File: src/rtl/edge_irq_ctrl.sv
module edge_irq_ctrl #(
  parameter int SYNC_STAGES = 2
) (
  input  logic       clk,
  input  logic       rst_n,
  input  logic       wr_en,
  input  logic [7:0] wr_data,
  output logic [7:0] rd_data,
  input  logic       ch0_line_lo,
  input  logic       ch0_line_hi,
  input  logic       ch0_timer,
  input  logic       ch1_line_lo,
  input  logic       ch1_line_hi,
  input  logic       ch1_counter,
  output logic       irq_req,
  output logic       irq_pin
);

  localparam int NCH   = 2;
  localparam int NSRC  = 3;
  localparam int FIELD = 4;
  localparam int DEPTH = SYNC_STAGES + 1;

  logic [NCH*NSRC-1:0] raw;
  logic [NCH*NSRC-1:0] pipe [DEPTH];
  logic [NCH-1:0][1:0] mode;
  logic [NCH-1:0]      pol;
  logic [NCH-1:0]      flag;
  logic [NCH-1:0]      hit;

  assign raw = {ch1_counter, ch1_line_hi, ch1_line_lo,
                ch0_timer,   ch0_line_hi, ch0_line_lo};

  always_ff @(posedge clk) begin
    if (!rst_n) begin
      for (int i = 0; i < DEPTH; i++) pipe[i] <= '0;
    end else begin
      pipe[0] <= raw;
      for (int i = 1; i < DEPTH; i++) pipe[i] <= pipe[i-1];
    end
  end

  function automatic logic pick(input logic [1:0] m, input logic [NSRC-1:0] s);
    case (m)
      2'b01:   pick = s[0];
      2'b10:   pick = s[0] & s[1];
      2'b11:   pick = s[2];
      default: pick = 1'b0;
    endcase
  endfunction

  for (genvar c = 0; c < NCH; c++) begin : g_ch
    logic [NSRC-1:0] cur_s, prv_s;
    logic            cur_v, prv_v, clr;

    assign cur_s = pipe[SYNC_STAGES-1][c*NSRC +: NSRC];
    assign prv_s = pipe[SYNC_STAGES][c*NSRC +: NSRC];
    assign cur_v = pick(mode[c], cur_s);
    assign prv_v = pick(mode[c], prv_s);
    assign hit[c] = pol[c] ? (cur_v & ~prv_v) : (~cur_v & prv_v);
    assign clr = wr_en & wr_data[c*FIELD + 3];

    always_ff @(posedge clk) begin
      if (!rst_n) begin
        mode[c] <= 2'b00;
        pol[c]  <= 1'b0;
        flag[c] <= 1'b0;
      end else begin
        if (wr_en) begin
          mode[c] <= wr_data[c*FIELD +: 2];
          pol[c]  <= wr_data[c*FIELD + 2];
        end
        flag[c] <= hit[c] | (flag[c] & ~clr);
      end
    end

    assign rd_data[c*FIELD +: FIELD] = {flag[c], pol[c], mode[c]};
  end

  assign irq_req = |flag;
  assign irq_pin = irq_req;

endmodule

File: config.mk
export PLATFORM = sky130hd
export DESIGN_NAME = edge_irq_ctrl
export DESIGN_NICKNAME = d
export VERILOG_FILES = /design/src/rtl/edge_irq_ctrl.sv
export SDC_FILE = /design/constraint.sdc
export NUM_CORES = 1
export LEC_CHECK = 0
export ABC_CLOCK_PERIOD_IN_PS = 1200
export BUFFER_PORTS_ARGS = -buffer_cell sky130_fd_sc_hd__buf_4
export CORE_MARGIN = 2
export CORE_UTILIZATION = 44
export DETAILED_ROUTE_END_ITERATION = 10
export GPL_TIMING_DRIVEN = 0
export PLACE_DENSITY = 0.83
export SLEW_MARGIN = 20
export SYNTH_ARGS = -nofsm -noshare
export SYNTH_HDL_FRONTEND = slang
export SYNTH_SLANG_ARGS = --single-unit
File: constraint.sdc
create_clock -name clk -period 1.2 [get_ports clk]
set_clock_uncertainty 0.05 [all_clocks]
set_input_delay 0.24 -clock clk [delete_from_list [all_inputs] [get_ports clk]]
set_output_delay 0.24 -clock clk [all_outputs]
set_load 0.03 [all_outputs]
==> qor.yml, run 1 <==
outcome:
  status: "finished, violations left"
  failed_checks: "negative setup slack"
hold_path:
  class_of_the_tightest_hold_or_removal_check: "primary input to flop"
worst_setup_path:
  crit_path_frequent_cell: "sky130_fd_sc_hd__buf_6"
  r2r_setup_slack_ps: -100
  critical_path.slowest_cell: "sky130_fd_sc_hd__dfxtp_2"
  cp_launch_type: "flop"
  cp_top_family: "flip-flops"
  worstSetupEndpointType: "output pin"
  crit_path_cell_trace: "or2_4, buf_6, buf_6"
  cp.buffers_inverters: 2
  critPathRequiredTime_ps: 910
  worstSetupPathType: "flop to output pin"
  cp_data_arrival_time_ps: 1150
  cp_slowest_stage_delay_ps: 340
  crit_fanout: 2
global_routing:
  largest_net_degree_at_the_start_of_global_routing: 15
  number_of_global_route_vias_before_repair: 654
  initial_antenna_violation_count: 0
  globalRoute.totalOverflow: 0
  grt_pass1_wl_um: 2787
  grt_util_all_layers_pct: 14.89
routing:
  routed-via-count: 702
  first_iter_violations: 4
  detail_route.drc_violations: 0
  routedWlPerCell_um: 11.88
  wirelength_um: 1735
  detail-route-antenna-nets: 0
  dr.pass1.iters: 2
  drt-vias-per-instance: 4.808
clock_tree:
  cts-htree-levels: 1
  numCtsBuffers: 3
  cts-root-to-sink-buffers: 2
  tritoncts: "built"
  clock_insertion_delay_worst_skew_ps: 320
  numClockSinks: 26
  clock_tree.root_cell: "sky130_fd_sc_hd__clkbuf_4"
  clkTransAtPathRegs_ps: 130
synth:
  ys_ff_latch: 26
  synth_simple_gate_area_share_pct: 23.99
  synth_top_cell_area_share_pct: 56.06
  yosysUniqueCellTypes: 20
  netlist.top_cell.by_area: "sky130_fd_sc_hd__dfxtp_1"
  number_of_warnings_printed_during_yosys_synthesis: 0
  synth.mux.area_fraction_pct: 10.78
  compound_cell_area_share_of_the_yosys_netlist_pct: 6.739
  synthXorXnorAreaFrac_pct: 0
  synthAdderAreaFrac_pct: 0
  syn-mean-instance-area_um2: 10.67
  number_of_standard_cells_after_synthesis: 87
  synth.yosys.seq_area_share_pct: 56.06
  largest_family_of_logic_cells_by_synthesized_area: "simple AND/OR/NAND/NOR gates"
  yosys-top-cells-area: "sky130_fd_sc_hd__dfxtp_1 56%, sky130_fd_sc_hd__and2_1 12%, sky130_fd_sc_hd__mux2i_1 11%, sky130_fd_sc_hd__nor2b_1 4.0%, sky130_fd_sc_hd__a21oi_1 2.2%"
  netlist_area_um2: 928.4
  postSynthNetCount: 104
job:
  max_cap_viol_count: 0
sta:
  final.min_clock_period_ps: 1443
  timing_hold_violations_final: 0
  timing_worst_slew_pin_value_ps: 528.8
  whs_ps: 62.91
  rsz_0062_raised_after_global_routing: "true"
  max-slew-margin-rel_pct: 64.74
  clock.fmax_ghz: 0.6928
  final.period_utilization_pct: 120.3
  timing.final.ws_setup_ps: -243.3
  setup_viol_count_final: 5
  final_max_slew_viol_count: 0
floorplan:
  fp.dieH_um: 49.94
  coreArea_mm2: 0.001982
  initial_util_pct: 46.84
  num_rows: 16
  total_die_area_mm2: 0.002494
  ioPinCount: 27
  die-width_um: 49.94
cells_and_area:
  final.fill_count: 158
  syn_to_final_growth_pct: 35.98
  finish.net_count: 137
  antenna-diode-count: 0
  drive_gt1_share_pct: 37.82
  final_core_util_pct: 63.70
placed_design:
  dp_worst_setup_slack_ps: -255.8
  gp_congestion: 0.7342
  port_buffers: 25
power_and_ir_drop:
  cellLeakagePower_nw: 0.5410
  p_total_mw: 1.570
  max-vdd-ir-drop_v: 0.0007333
  power-per-cell-area_mw_per_mm2: 1244
per-layer routing:
layer  global-route usage, %  routed length [um]
met5                       0                   0
met2                   26.00                 847
met4                   6.019                  32
met3                   5.152                 109
met1                   16.32                 745
synth_stat cells (all sizes together):
master,instances
dfxtp,26
and2,18
mux2i,10
nor2b,6
a21oi,4
clkbuf,4
nand2,3
nand3,3
o21ai,2
a21o,1
a311o,1
a31oi,1
buf,1
nand3b,1
nand4,1
nor4b,1
nor4bb,1
o21a,1
or2,1
or4,1
through the flow:
stage | instances | setup TNS [ps] | cell area (um^2)
floorplan | 87 | -135.2 | 944.7
global placement | 139 | -690.7 | 1166
detailed placement | 139 | -1302 | 1166
CTS | 144 | -618.9 | 1222
global route | 146 | -849.6 | 1262
finish | 146 | -627.0 | 1262
cell usage in the layout (no fill, tap or decap), types with 2 or more instances in the layout:
| master | netlist | final |
|---|---|---|
| sky130_fd_sc_hd__mux2i_1 | 10 | 10 |
| sky130_fd_sc_hd__clkbuf_4 | 0 | 3 |
| sky130_fd_sc_hd__and2_1 | 18 | 18 |
| sky130_fd_sc_hd__a21oi_1 | 4 | 4 |
| sky130_fd_sc_hd__dfxtp_2 | 0 | 4 |
| sky130_fd_sc_hd__buf_6 | 0 | 6 |
| sky130_fd_sc_hd__nand3_1 | 3 | 3 |
| sky130_fd_sc_hd__clkbuf_1 | 4 | 4 |
| sky130_fd_sc_hd__dfxtp_4 | 0 | 4 |
| sky130_fd_sc_hd__nand2_1 | 3 | 2 |
| sky130_fd_sc_hd__nor2b_1 | 6 | 6 |
| sky130_fd_sc_hd__o21ai_0 | 2 | 2 |
| sky130_fd_sc_hd__dfxtp_1 | 26 | 18 |
| sky130_fd_sc_hd__buf_4 | 1 | 23 |
final timing paths:
check,start,end,depth (start not counted)
max,rd_data[3]$_SDFF_PN0_,irq_req,3
max reg2reg,rd_data[5]$_SDFFE_PN0P_,rd_data[7]$_SDFF_PN0_,4
min,ch0_timer,pipe[0][2]$_SDFF_PN0_,2
min reg2reg,pipe[0][1]$_SDFF_PN0_,pipe[0][7]$_SDFF_PN0_,1
area by class of cell:
cell class,instances,area (um^2),share of cell area [%]
plain buffers,5,26.28,2.081
clock buffers,4,36.28,2.874
multi-input cells,56,396.6,31.42
flip-flops and latches,26,540.5,42.81
well taps,27,33.78,2.676
repair buffers,28,229.0,18.14
logic make-up after synthesis:
logic type	after synthesis
AND/OR/NAND/NOR	36
flip-flops	26
AO/OA/AOI/OAI	10
multiplexers	10
buffers and inverters	5
what timing repair did:
| item | 4_1_cts | 5_1_grt |
|---|---|---|
| pin swaps | 2 | 0 |
| endpoints found under the hold margin | 0 | 0 |
| buffers inserted | 1 | 2 |
| hold buffers | 0 | 0 |
| resized for setup | 4 | 10 |
| setup endpoints to repair | 5 | 10 |
sequential cells by signal, indices dropped and copies added (netlist names):
register  flops
rd_data       8
pipe         18
power breakdown:
part	internal [mW]	switching, mW	total [mW]
clock network	0.186	0.248	0.433
logic	0.114	0.0950	0.209
registers	0.900	0.0280	0.928
Note: power is estimated with default switching activity, not from simulation.
==> run 2: changes to the inputs <==
PLACE_DENSITY = 0.72   (was 0.83)
RECOVER_POWER = 100   (was unset)
==> qor.yml, run 2 (synthesis results as in run 1) <==
routing:
  wirelength_um: 1600
  detail_route.drc_violations: 0
  detail-route-antenna-nets: 0
  first_iter_violations: 6
  drt-vias-per-instance: 4.842
  routed-via-count: 707
  routedWlPerCell_um: 10.96
  dr.pass1.iters: 4
clock_tree:
  tritoncts: "built"
  clock_insertion_delay_worst_skew_ps: 310
  clock_tree.root_cell: "sky130_fd_sc_hd__clkbuf_4"
  cts-htree-levels: 1
  hold_buffers: 0
  clkTransAtPathRegs_ps: 140
  numClockSinks: 26
  numCtsBuffers: 3
  cts-root-to-sink-buffers: 2
worst_setup_path:
  r2r_end: "rd_data[3]$_SDFF_PN0_"
  timing.critical_path.from: "rd_data[3]$_SDFF_PN0_"
  worstSetupEndpoint: "irq_req"
  critPathRequiredTime_ps: 910
  timing.reg2reg.worst_path_depth: 5
  crit_path_frequent_cell: "sky130_fd_sc_hd__buf_6"
  crit_path_cell_trace: "or2_4, buf_6, buf_6"
  cp_top_family: "flip-flops"
  cp_data_arrival_time_ps: 1150
  crit_fanout: 2
  r2r_setup_slack_ps: -120
  worstSetupEndpointType: "output pin"
  cp_slowest_stage_delay_ps: 350
  cp.buffers_inverters: 2
  cp_launch_type: "flop"
  worstSetupPathType: "flop to output pin"
  regToRegStartpoint: "rd_data[0]$_SDFFE_PN0P_"
  crit_cells: 3
  critical_path.slowest_cell: "sky130_fd_sc_hd__dfxtp_2"
power_and_ir_drop:
  pwr-share-comb_pct: 12.7
  share_clk_of_total_power_pct: 30.5
  net_switching_power_mw: 0.3667
  max-vdd-ir-drop_v: 0.0009834
  switching_share_pct: 22.41
  power-per-cell-area_mw_per_mm2: 1272
  int_pwr_mw: 1.270
  power_frac_seq_pct: 56.8
  cellLeakagePower_nw: 0.5419
global_routing:
  grt_util_all_layers_pct: 14.06
  globalRoute.totalOverflow: 0
  number_of_global_route_vias_before_repair: 653
  grt_pass1_wl_um: 2704
  initial_antenna_violation_count: 0
  largest_net_degree_at_the_start_of_global_routing: 16
job:
  max_cap_viol_count: 0
cells_and_area:
  final_common_cell: "sky130_fd_sc_hd__buf_4"
  drive_gt1_share_pct: 37.82
  finish.net_count: 137
  final.fill_count: 162
  syn_to_final_growth_pct: 38.54
  layout_common_cells: "19 x sky130_fd_sc_hd__buf_4, 18 x sky130_fd_sc_hd__dfxtp_1, 11 x sky130_fd_sc_hd__and2_1"
  antenna-diode-count: 0
  postLayoutCellArea_mm2: 0.001286
  largest_register_ffs: 18
  max_flop_register: "pipe"
sta:
  final_max_slew_viol_count: 0
  timing_hold_violations_final: 0
  clock.fmax_ghz: 0.6950
  tns_ps: -716.6
  setup_viol_count_final: 5
  final.period_utilization_pct: 119.9
  max-slew-margin-rel_pct: 66.84
  rsz_0062_raised_after_global_routing: "true"
  final.min_clock_period_ps: 1439
  timing.final.ws_setup_ps: -238.9
  timing_worst_slew_pin_value_ps: 497.4
placed_design:
  detailed_place.area_mm2: 0.001166
  port_buffers: 25
  gp_congestion: 0.7224
  hpwl_um: 1121
floorplan:
  initial_util_pct: 46.84
  total_die_area_mm2: 0.002494
  num_rows: 16
  fp.dieH_um: 49.94
  die-width_um: 49.94
  coreArea_mm2: 0.001982
  ioPinCount: 27
hold_path:
  worstHoldStart: "ch1_line_hi"
  class_of_the_tightest_hold_or_removal_check: "primary input to flop"
outcome:
  failed_checks: "negative setup slack"
  status: "finished, violations left"
-- run 2: what timing repair did --
action | 4_1_cts | 5_1_grt
cloned | 0 | 0
pin swaps | 0 | 0
gates resized for setup | 3 | 14
hold endpoints to repair | 0 | 0
setup buffers | 1 | 2
setup endpoints to repair | 4 | 12
-- run 2: area by class of cell --
cell class	instances	area, um^2	area share [%]
Multi-Input combinational cell	56	397.9	30.93
Timing Repair Buffer	28	240.2	18.68
Buffer	5	26.28	2.043
Tap cell	27	33.78	2.626
Sequential cell	26	540.5	42.02
Clock buffer	4	47.55	3.697
-- run 2: how the worst min path moves through the flow --
stage / to / slack [ps] / depth (start not counted)
floorplan: pipe[0][4]$_SDFF_PN0_ / 310 / 1
global placement: pipe[0][7]$_SDFF_PN0_ / 370 / 1
detailed placement: pipe[0][9]$_SDFF_PN0_ / 370 / 1
global route: pipe[0][4]$_SDFF_PN0_ / 40 / 2
finish: pipe[0][4]$_SDFF_PN0_ / 70 / 2
CTS: pipe[0][4]$_SDFF_PN0_ / 60 / 2
-- run 2: metal layers --
layer  up-vias  part of all wire, %  GRT usage, %
li1        365                    -             -
met1       319                   44         16.70
met2        23                   49         24.22
met3         0                  6.6         3.333
met4         0                    0         5.556
met5         -                    0             0
-- run 2: power groups by stage --
| stage | Clock [mW] | Sequential [mW] | Combinational [mW] |
|---|---|---|---|
| finish | 0.499 | 0.929 | 0.208 |
| global route | 0.573 | 0.936 | 0.227 |
| CTS | 0.516 | 0.928 | 0.196 |
| detailed placement | 0 | 0.948 | 0.189 |
| global placement | 0 | 0.946 | 0.186 |
| floorplan | 0 | 0.969 | 0.0849 |
-- run 2: metrics by stage --
step / worst slack [ps] / hold WS (ps) / total power, mW / util (%) / cells
3_3_place_gp: -247.4 / 365.8 / 1.132 / 58.84 / 139
2_1_floorplan: -78.31 / 311.7 / 1.054 / - / 87
4_1_cts: -239.7 / 62.03 / 1.640 / 62.18 / 144
6_report: -238.9 / 71.98 / 1.637 / 64.90 / 146
3_5_place_dp: -255.3 / 369.2 / 1.137 / 58.84 / 139
5_1_grt: -290.9 / 39.47 / 1.736 / 64.90 / 146
